==> src/rtl/pit_pkg.sv <==
package pit_pkg;
   typedef enum logic {
      SRC_EXT = 1'b0,
      SRC_TMR = 1'b1
   } pit_src_e;
endpackage

==> src/rtl/pit_regs.sv <==
module pit_regs #(
   parameter int DATA_W  = 16,
   parameter int LVL_W   = 3,
   parameter int VEC_W   = 8,
   parameter int MOD_W   = 8,
   parameter int VEC_RST = 15
) (
   input  logic              clk,
   input  logic              rst_n,
   input  logic              wr,
   input  logic              sel,
   input  logic [DATA_W-1:0] wdata,
   output logic [DATA_W-1:0] rdata,
   output logic [LVL_W-1:0]  level,
   output logic [VEC_W-1:0]  vector,
   output logic [MOD_W-1:0]  modulus,
   output logic              mod_load
);
   localparam int CTL_USED = LVL_W + VEC_W;

   assign mod_load = wr & sel;

   always_ff @(posedge clk or negedge rst_n) begin
      if (!rst_n) begin
         level   <= '0;
         vector  <= VEC_W'(VEC_RST);
         modulus <= '0;
      end else if (wr) begin
         if (sel) begin
            modulus <= wdata[MOD_W-1:0];
         end else begin
            level  <= wdata[VEC_W +: LVL_W];
            vector <= wdata[VEC_W-1:0];
         end
      end
   end

   always_comb begin
      rdata = '0;
      if (sel) begin
         rdata[MOD_W-1:0] = modulus;
      end else begin
         rdata[CTL_USED-1:0] = {level, vector};
      end
   end


   ctl_write_chk: assert property (@(posedge clk) disable iff (!rst_n)
      (wr && !sel) |=> (level == $past(wdata[VEC_W +: LVL_W])) && (vector == $past(wdata[VEC_W-1:0])));


   reserved_zero_chk: assert property (@(posedge clk) disable iff (!rst_n)
      !sel |-> (rdata[DATA_W-1:CTL_USED] == '0));
endmodule

==> src/rtl/pit_counter.sv <==
module pit_counter #(
   parameter int MOD_W = 8
) (
   input  logic             clk,
   input  logic             rst_n,
   input  logic             tick,
   input  logic             load,
   input  logic [MOD_W-1:0] load_val,
   input  logic [MOD_W-1:0] modulus,
   output logic             expire
);
   logic [MOD_W-1:0] cnt;
   logic             run;

   assign run    = tick && !load && (modulus != '0);
   assign expire = run && (cnt <= MOD_W'(1));

   always_ff @(posedge clk or negedge rst_n) begin
      if (!rst_n) begin
         cnt <= '0;
      end else if (load) begin
         cnt <= load_val;
      end else if (run) begin
         cnt <= expire ? modulus : cnt - MOD_W'(1);
      end
   end


   halt_chk: assert property (@(posedge clk) disable iff (!rst_n)
      (modulus == '0 && !load) |=> $stable(cnt));


   step_chk: assert property (@(posedge clk) disable iff (!rst_n)
      (tick && !load && modulus != '0 && cnt > MOD_W'(1)) |=> (cnt == $past(cnt) - MOD_W'(1)));


   reload_chk: assert property (@(posedge clk) disable iff (!rst_n)
      expire |=> (cnt == $past(modulus)));
endmodule

==> src/rtl/pit_arb.sv <==
module pit_arb
   import pit_pkg::*;
#(
   parameter int LVL_W   = 3,
   parameter int VEC_W   = 8,
   parameter bit VEC_REG = 1'b1
) (
   input  logic             clk,
   input  logic             rst_n,
   input  logic             expire,
   input  logic [LVL_W-1:0] level,
   input  logic [VEC_W-1:0] vector,
   input  logic [LVL_W-1:0] ext_level,
   input  logic             ack,
   output logic [LVL_W-1:0] irq_level,
   output logic [VEC_W-1:0] vec_out,
   output logic             vec_valid
);
   logic             pend;
   logic             set_p;
   logic             tmr_ack;
   logic [LVL_W-1:0] tmr_lvl;
   pit_src_e         src;

   assign set_p   = expire && (level != '0);
   assign tmr_lvl = pend ? level : '0;
   assign src     = ((tmr_lvl != '0) && (tmr_lvl >= ext_level)) ? SRC_TMR : SRC_EXT;
   assign tmr_ack = ack && (src == SRC_TMR);
   assign irq_level = (src == SRC_TMR) ? tmr_lvl : ext_level;

   always_ff @(posedge clk or negedge rst_n) begin
      if (!rst_n) begin
         pend <= 1'b0;
      end else begin
         pend <= (pend && !tmr_ack) || set_p;
      end
   end

   generate
      if (VEC_REG) begin : g_vec_reg
         always_ff @(posedge clk or negedge rst_n) begin
            if (!rst_n) begin
               vec_valid <= 1'b0;
               vec_out   <= '0;
            end else begin
               vec_valid <= tmr_ack;
               vec_out   <= tmr_ack ? vector : '0;
            end
         end


         vec_return_chk: assert property (@(posedge clk) disable iff (!rst_n)
            (ack && pend && level != '0 && level >= ext_level) |=> (vec_valid && vec_out == $past(vector)));
      end else begin : g_vec_comb
         assign vec_valid = tmr_ack;
         assign vec_out   = tmr_ack ? vector : '0;
      end
   endgenerate


   tie_win_chk: assert property (@(posedge clk) disable iff (!rst_n)
      (pend && level != '0 && level >= ext_level) |-> (irq_level == level));


   max_level_chk: assert property (@(posedge clk) disable iff (!rst_n)
      irq_level >= ext_level);


   clear_chk: assert property (@(posedge clk) disable iff (!rst_n)
      (ack && pend && level != '0 && level >= ext_level && !expire) |=> !pend);


   keep_chk: assert property (@(posedge clk) disable iff (!rst_n)
      (pend && ext_level > level) |=> pend);


   idle_chk: assert property (@(posedge clk) disable iff (!rst_n)
      (!pend && ext_level == '0) |-> (irq_level == '0));
endmodule

==> src/rtl/periodic_irq_timer.sv <==
module periodic_irq_timer #(
   parameter int DATA_W  = 16,
   parameter int LVL_W   = 3,
   parameter int VEC_W   = 8,
   parameter int MOD_W   = 8,
   parameter int VEC_RST = 15,
   parameter bit VEC_REG = 1'b1
) (
   input  logic              clk,
   input  logic              rst_n,
   input  logic              reg_wr,
   input  logic              reg_sel,
   input  logic [DATA_W-1:0] reg_wdata,
   output logic [DATA_W-1:0] reg_rdata,
   input  logic              tick,
   input  logic [LVL_W-1:0]  ext_level,
   input  logic              irq_ack,
   output logic [LVL_W-1:0]  irq_level,
   output logic [VEC_W-1:0]  vec_out,
   output logic              vec_valid
);
   generate
      if (DATA_W < LVL_W + VEC_W) begin : g_bad_ctl
         $error("control fields do not fit in DATA_W");
      end
      if (MOD_W > DATA_W || MOD_W < 1) begin : g_bad_mod
         $error("MOD_W must lie in 1..DATA_W");
      end
      if (VEC_RST >= (1 << VEC_W)) begin : g_bad_rst
         $error("VEC_RST does not fit in VEC_W");
      end
   endgenerate

   logic [LVL_W-1:0] level;
   logic [VEC_W-1:0] vector;
   logic [MOD_W-1:0] modulus;
   logic             mod_load;
   logic             expire;

   pit_regs #(
      .DATA_W(DATA_W), .LVL_W(LVL_W), .VEC_W(VEC_W), .MOD_W(MOD_W), .VEC_RST(VEC_RST)
   ) u_regs (
      .clk(clk), .rst_n(rst_n), .wr(reg_wr), .sel(reg_sel), .wdata(reg_wdata),
      .rdata(reg_rdata), .level(level), .vector(vector), .modulus(modulus),
      .mod_load(mod_load)
   );

   pit_counter #(.MOD_W(MOD_W)) u_cnt (
      .clk(clk), .rst_n(rst_n), .tick(tick), .load(mod_load),
      .load_val(reg_wdata[MOD_W-1:0]), .modulus(modulus), .expire(expire)
   );

   pit_arb #(.LVL_W(LVL_W), .VEC_W(VEC_W), .VEC_REG(VEC_REG)) u_arb (
      .clk(clk), .rst_n(rst_n), .expire(expire), .level(level), .vector(vector),
      .ext_level(ext_level), .ack(irq_ack), .irq_level(irq_level),
      .vec_out(vec_out), .vec_valid(vec_valid)
   );
endmodule

==> config.mk <==
export PLATFORM = sky130hd
export DESIGN_NAME = periodic_irq_timer
export DESIGN_NICKNAME = d
export VERILOG_FILES = /design/src/rtl/pit_pkg.sv /design/src/rtl/pit_regs.sv /design/src/rtl/pit_counter.sv /design/src/rtl/pit_arb.sv /design/src/rtl/periodic_irq_timer.sv
export SDC_FILE = /design/constraint.sdc
export NUM_CORES = 1
export LEC_CHECK = 0
export BUFFER_PORTS_ARGS = -buffer_cell sky130_fd_sc_hd__buf_4
export CORE_MARGIN = 10
export CORE_UTILIZATION = 45
export CTS_BUF_LIST = sky130_fd_sc_hd__clkbuf_2 sky130_fd_sc_hd__clkbuf_4 sky130_fd_sc_hd__clkbuf_8
export CTS_CLUSTER_DIAMETER = 200
export DETAILED_ROUTE_END_ITERATION = 8
export PLACE_DENSITY = 0.7
export SETUP_SLACK_MARGIN = 0.02
export SLEW_MARGIN = 10
export SYNTH_ARGS = -nofsm -noshare
export SYNTH_HDL_FRONTEND = slang
export SYNTH_SLANG_ARGS = --single-unit
==> constraint.sdc <==
create_clock -name clk -period 9.5 [get_ports clk]
set_clock_uncertainty 0.1 [all_clocks]
set_input_delay 2.85 -clock clk [delete_from_list [all_inputs] [get_ports clk]]
set_output_delay 2.85 -clock clk [all_outputs]
set_load 0.1 [all_outputs]
==> metrics.txt <==
status=finished clean; Worst Path Arrival=4.63 ns; die footprint=7270 sq um; Place WS=1.91 ns; number of synthesized flops with an enable pin=0; hpwl dp=3340 microns; CP Class=in -> out; Syn Std Cell Area=1920 sq um; hold_buf cts=0; cell mode on critical path=buf_4; DRT antenna net count=0; worst hold-check path type=reg -> reg; core area=4060 sq um; clock latency on the worst-skew pair=0.30 ns; Resized Gates After CTS=0; Routed WL=4480 microns; WL/cell=15.8 microns; TritonRoute pass-1 iters=4; top-area cell type share of the netlist area=0.431; end of the critical path=irq_level[2]; RePlAce Congestion=0.865; RR Startpoint=u_regs.level[0]$_DFFE_PN0P_; Initial Util=0.472; Reg area=931 sq um; slowest CP cell=maj3_1; die height=85.2 microns; setup repair bufs after CTS=0; initial antenna violation count=0; first-pass GRT wire length=7610 microns; PnR worst setup slack=1.92 ns; area of the multi-input gates=917 sq um; row count=23; # port buffers=42; setup slack, reg-to-reg=7.40 ns; worst-path fanout max=4; worst slew pin tran=1.03 ns; clock root cell=clkbuf_8; post-layout minimum cycle time=7.58 ns; P_leak=1.12 nW; worst reg2reg path depth=7; Yosys reg bits=37; hold depth=1; Crit. End Element=primary output; Worst VDD drop=113 uV; CP cell instances=buf_4 > ha_1 > nand2b_1 > maj3_1 > a21oi_1 > or3b_2 > a22o_1 > buf_4; final core occ=0.580; Ys Warns=0; cts bufs inserted=5; achievable frequency=132 MHz; distinct cell type count after synthesis=41; CTS HTree Levels=2; fraction of layout instances using a drive strength above 1=0.339; CTS clk-pin slew, worst paths=0.08 ns; largest net degree at the start of global routing=38; DR iter-0 viols=66; Slew Viols, Final=0; RR Endpoint=u_arb.vec_out[5]$_DFF_PN0_; Final #Nets=261; die extent in x=85.2 microns; clk sinks=37; unrepaired setup endpoints after global routing=no; via density per instance=5.31; max-cap violation count=0; post-synthesis sequential area ratio=0.486; number of global-route vias before repair=1669; setup TNS=0 ns; CTS tree=yes; number of fill cells=386; crit path from=ext_level[0]; Post-route DRC=0; period utilisation layout=0.798; Top Ports=53; grt total ovfl=0; pwr/cell area=199 nW/um^2; CP max stage delay=0.35 ns; Worst EP required=6.55 ns; Hold Vio Cnt, Final=0; Worst setup SP type=input port; Async SR Flop Fraction=1.00; Syn Area/Cell=10.2 sq um; Final setup viols=0; area grow syn2layout=22.8%; CTS Buffer Depth=2; diode count=0; vias=1503; cell count after synthesis=188; Rel. slew slack=0.312; Area contributors post-synth=dfrtp_1 43%, mux2_2 11%, dfstp_2 5.5%; ys flop type=dfrtp_1; global-route usage over all layers=0.126; post-synth top area cell=dfrtp_1
-- per-layer routing --
| metal | global-route usage | share of wire | up-vias |
|---|---|---|---|
| met2 | 0.210 | 0.47 | 49 |
| met3 | 0.0641 | 0.093 | 4 |
| li1 | - | - | 736 |
| met4 | 0.0344 | 0.0092 | 0 |
| met1 | 0.138 | 0.43 | 714 |
| met5 | 0 | 0 | - |
-- where the power goes --
part	leakage [nW]	internal [mW]	switching, mW
Clock	0.0512	0.0588	0.0582
Combinational	0.613	0.0477	0.107
Sequential	0.456	0.178	0.0193
-- worst min path at each step --
stage,startpoint,endpoint,slack [ns]
finish,u_regs.vector[6]$_DFFE_PN0P_,u_arb.vec_out[6]$_DFF_PN0_,0.40
global route,u_regs.vector[6]$_DFFE_PN0P_,u_arb.vec_out[6]$_DFF_PN0_,0.45
CTS,u_regs.vector[6]$_DFFE_PN0P_,u_arb.vec_out[6]$_DFF_PN0_,0.41
detailed placement,u_regs.vector[6]$_DFFE_PN0P_,u_arb.vec_out[6]$_DFF_PN0_,0.40
global placement,u_regs.vector[4]$_DFFE_PN0P_,u_arb.vec_out[4]$_DFF_PN0_,0.39
floorplan,u_regs.vector[4]$_DFFE_PN0P_,u_arb.vec_out[4]$_DFF_PN0_,0.37
-- cell usage after synthesis (all sizes together), types with 2 or more instances --
cell and n:
a21boi 2, a21oi 6, a22o 3, a31oi 4, and2 10, buf 7, clkbuf 2, dfrtp 33
dfstp 4, ha 4, inv 8, mux2 19, mux2i 3, nand2 28, nand2b 2, nor2 10
nor2b 5, nor3 4, o21ai 12, o41ai 2, or3 2, or4 4
-- cells by family (layout without fill, tap and decap cells) --
family | after synthesis | in the layout | synth area share
simple gates | 71 | 71 | 0.190
flops | 37 | 37 | 0.486
compound gates | 35 | 35 | 0.120
mux | 22 | 22 | 0.127
buf+inv | 17 | 58 | 0.0431
fa+ha+maj | 5 | 5 | 0.0314
other cells | 1 | 5 | 0.00196
-- cell usage in the layout (no fill, tap or decap), types with 6 or more instances in the layout --
master,instances
nand2_1,28
clkbuf_8,6
a21oi_1,6
dfrtp_1,33
mux2_2,19
o21ai_0,8
buf_4,42
nor2_1,10
inv_1,8
and2_1,9
-- critical path, delay by kind of cell --
kind | cells | cell delay, ns
buffers and inverters | 2 | 0.39
adders and majority gates | 2 | 0.62
AOI/OAI and AO/OA | 2 | 0.41
and+or+nand+nor | 2 | 0.35
-- sequential cells by signal, indices dropped and copies added (netlist names) --
signal and count:
u_arb.pend 1, u_arb.vec_out 8, u_arb.vec_valid 1, u_cnt.cnt 8
u_regs.level 3, u_regs.modulus 8, u_regs.vector 8
-- metrics by stage --
stage | instance area (sq um) | power (mW) | instances | hold WS (ns)
after detailed placement | 2260 | 0.355 | 275 | 0.399
final | 2350 | 0.469 | 283 | 0.404
after CTS | 2350 | 0.472 | 283 | 0.414
after floorplan | 1930 | 0.319 | 192 | 0.368
after global placement | 2260 | 0.354 | 275 | 0.393
after global routing | 2350 | 0.493 | 283 | 0.446
-- area by class of cell --
cell class | count | share of cell area
clock buffer | 6 | 0.0351
timing repair buffer | 42 | 0.134
sequential | 37 | 0.396
clock inverter | 2 | 0.00585
multi-input combinational | 138 | 0.390
inverter | 8 | 0.0128
tap | 50 | 0.0266
Note: power is estimated with default switching activity, not from simulation.
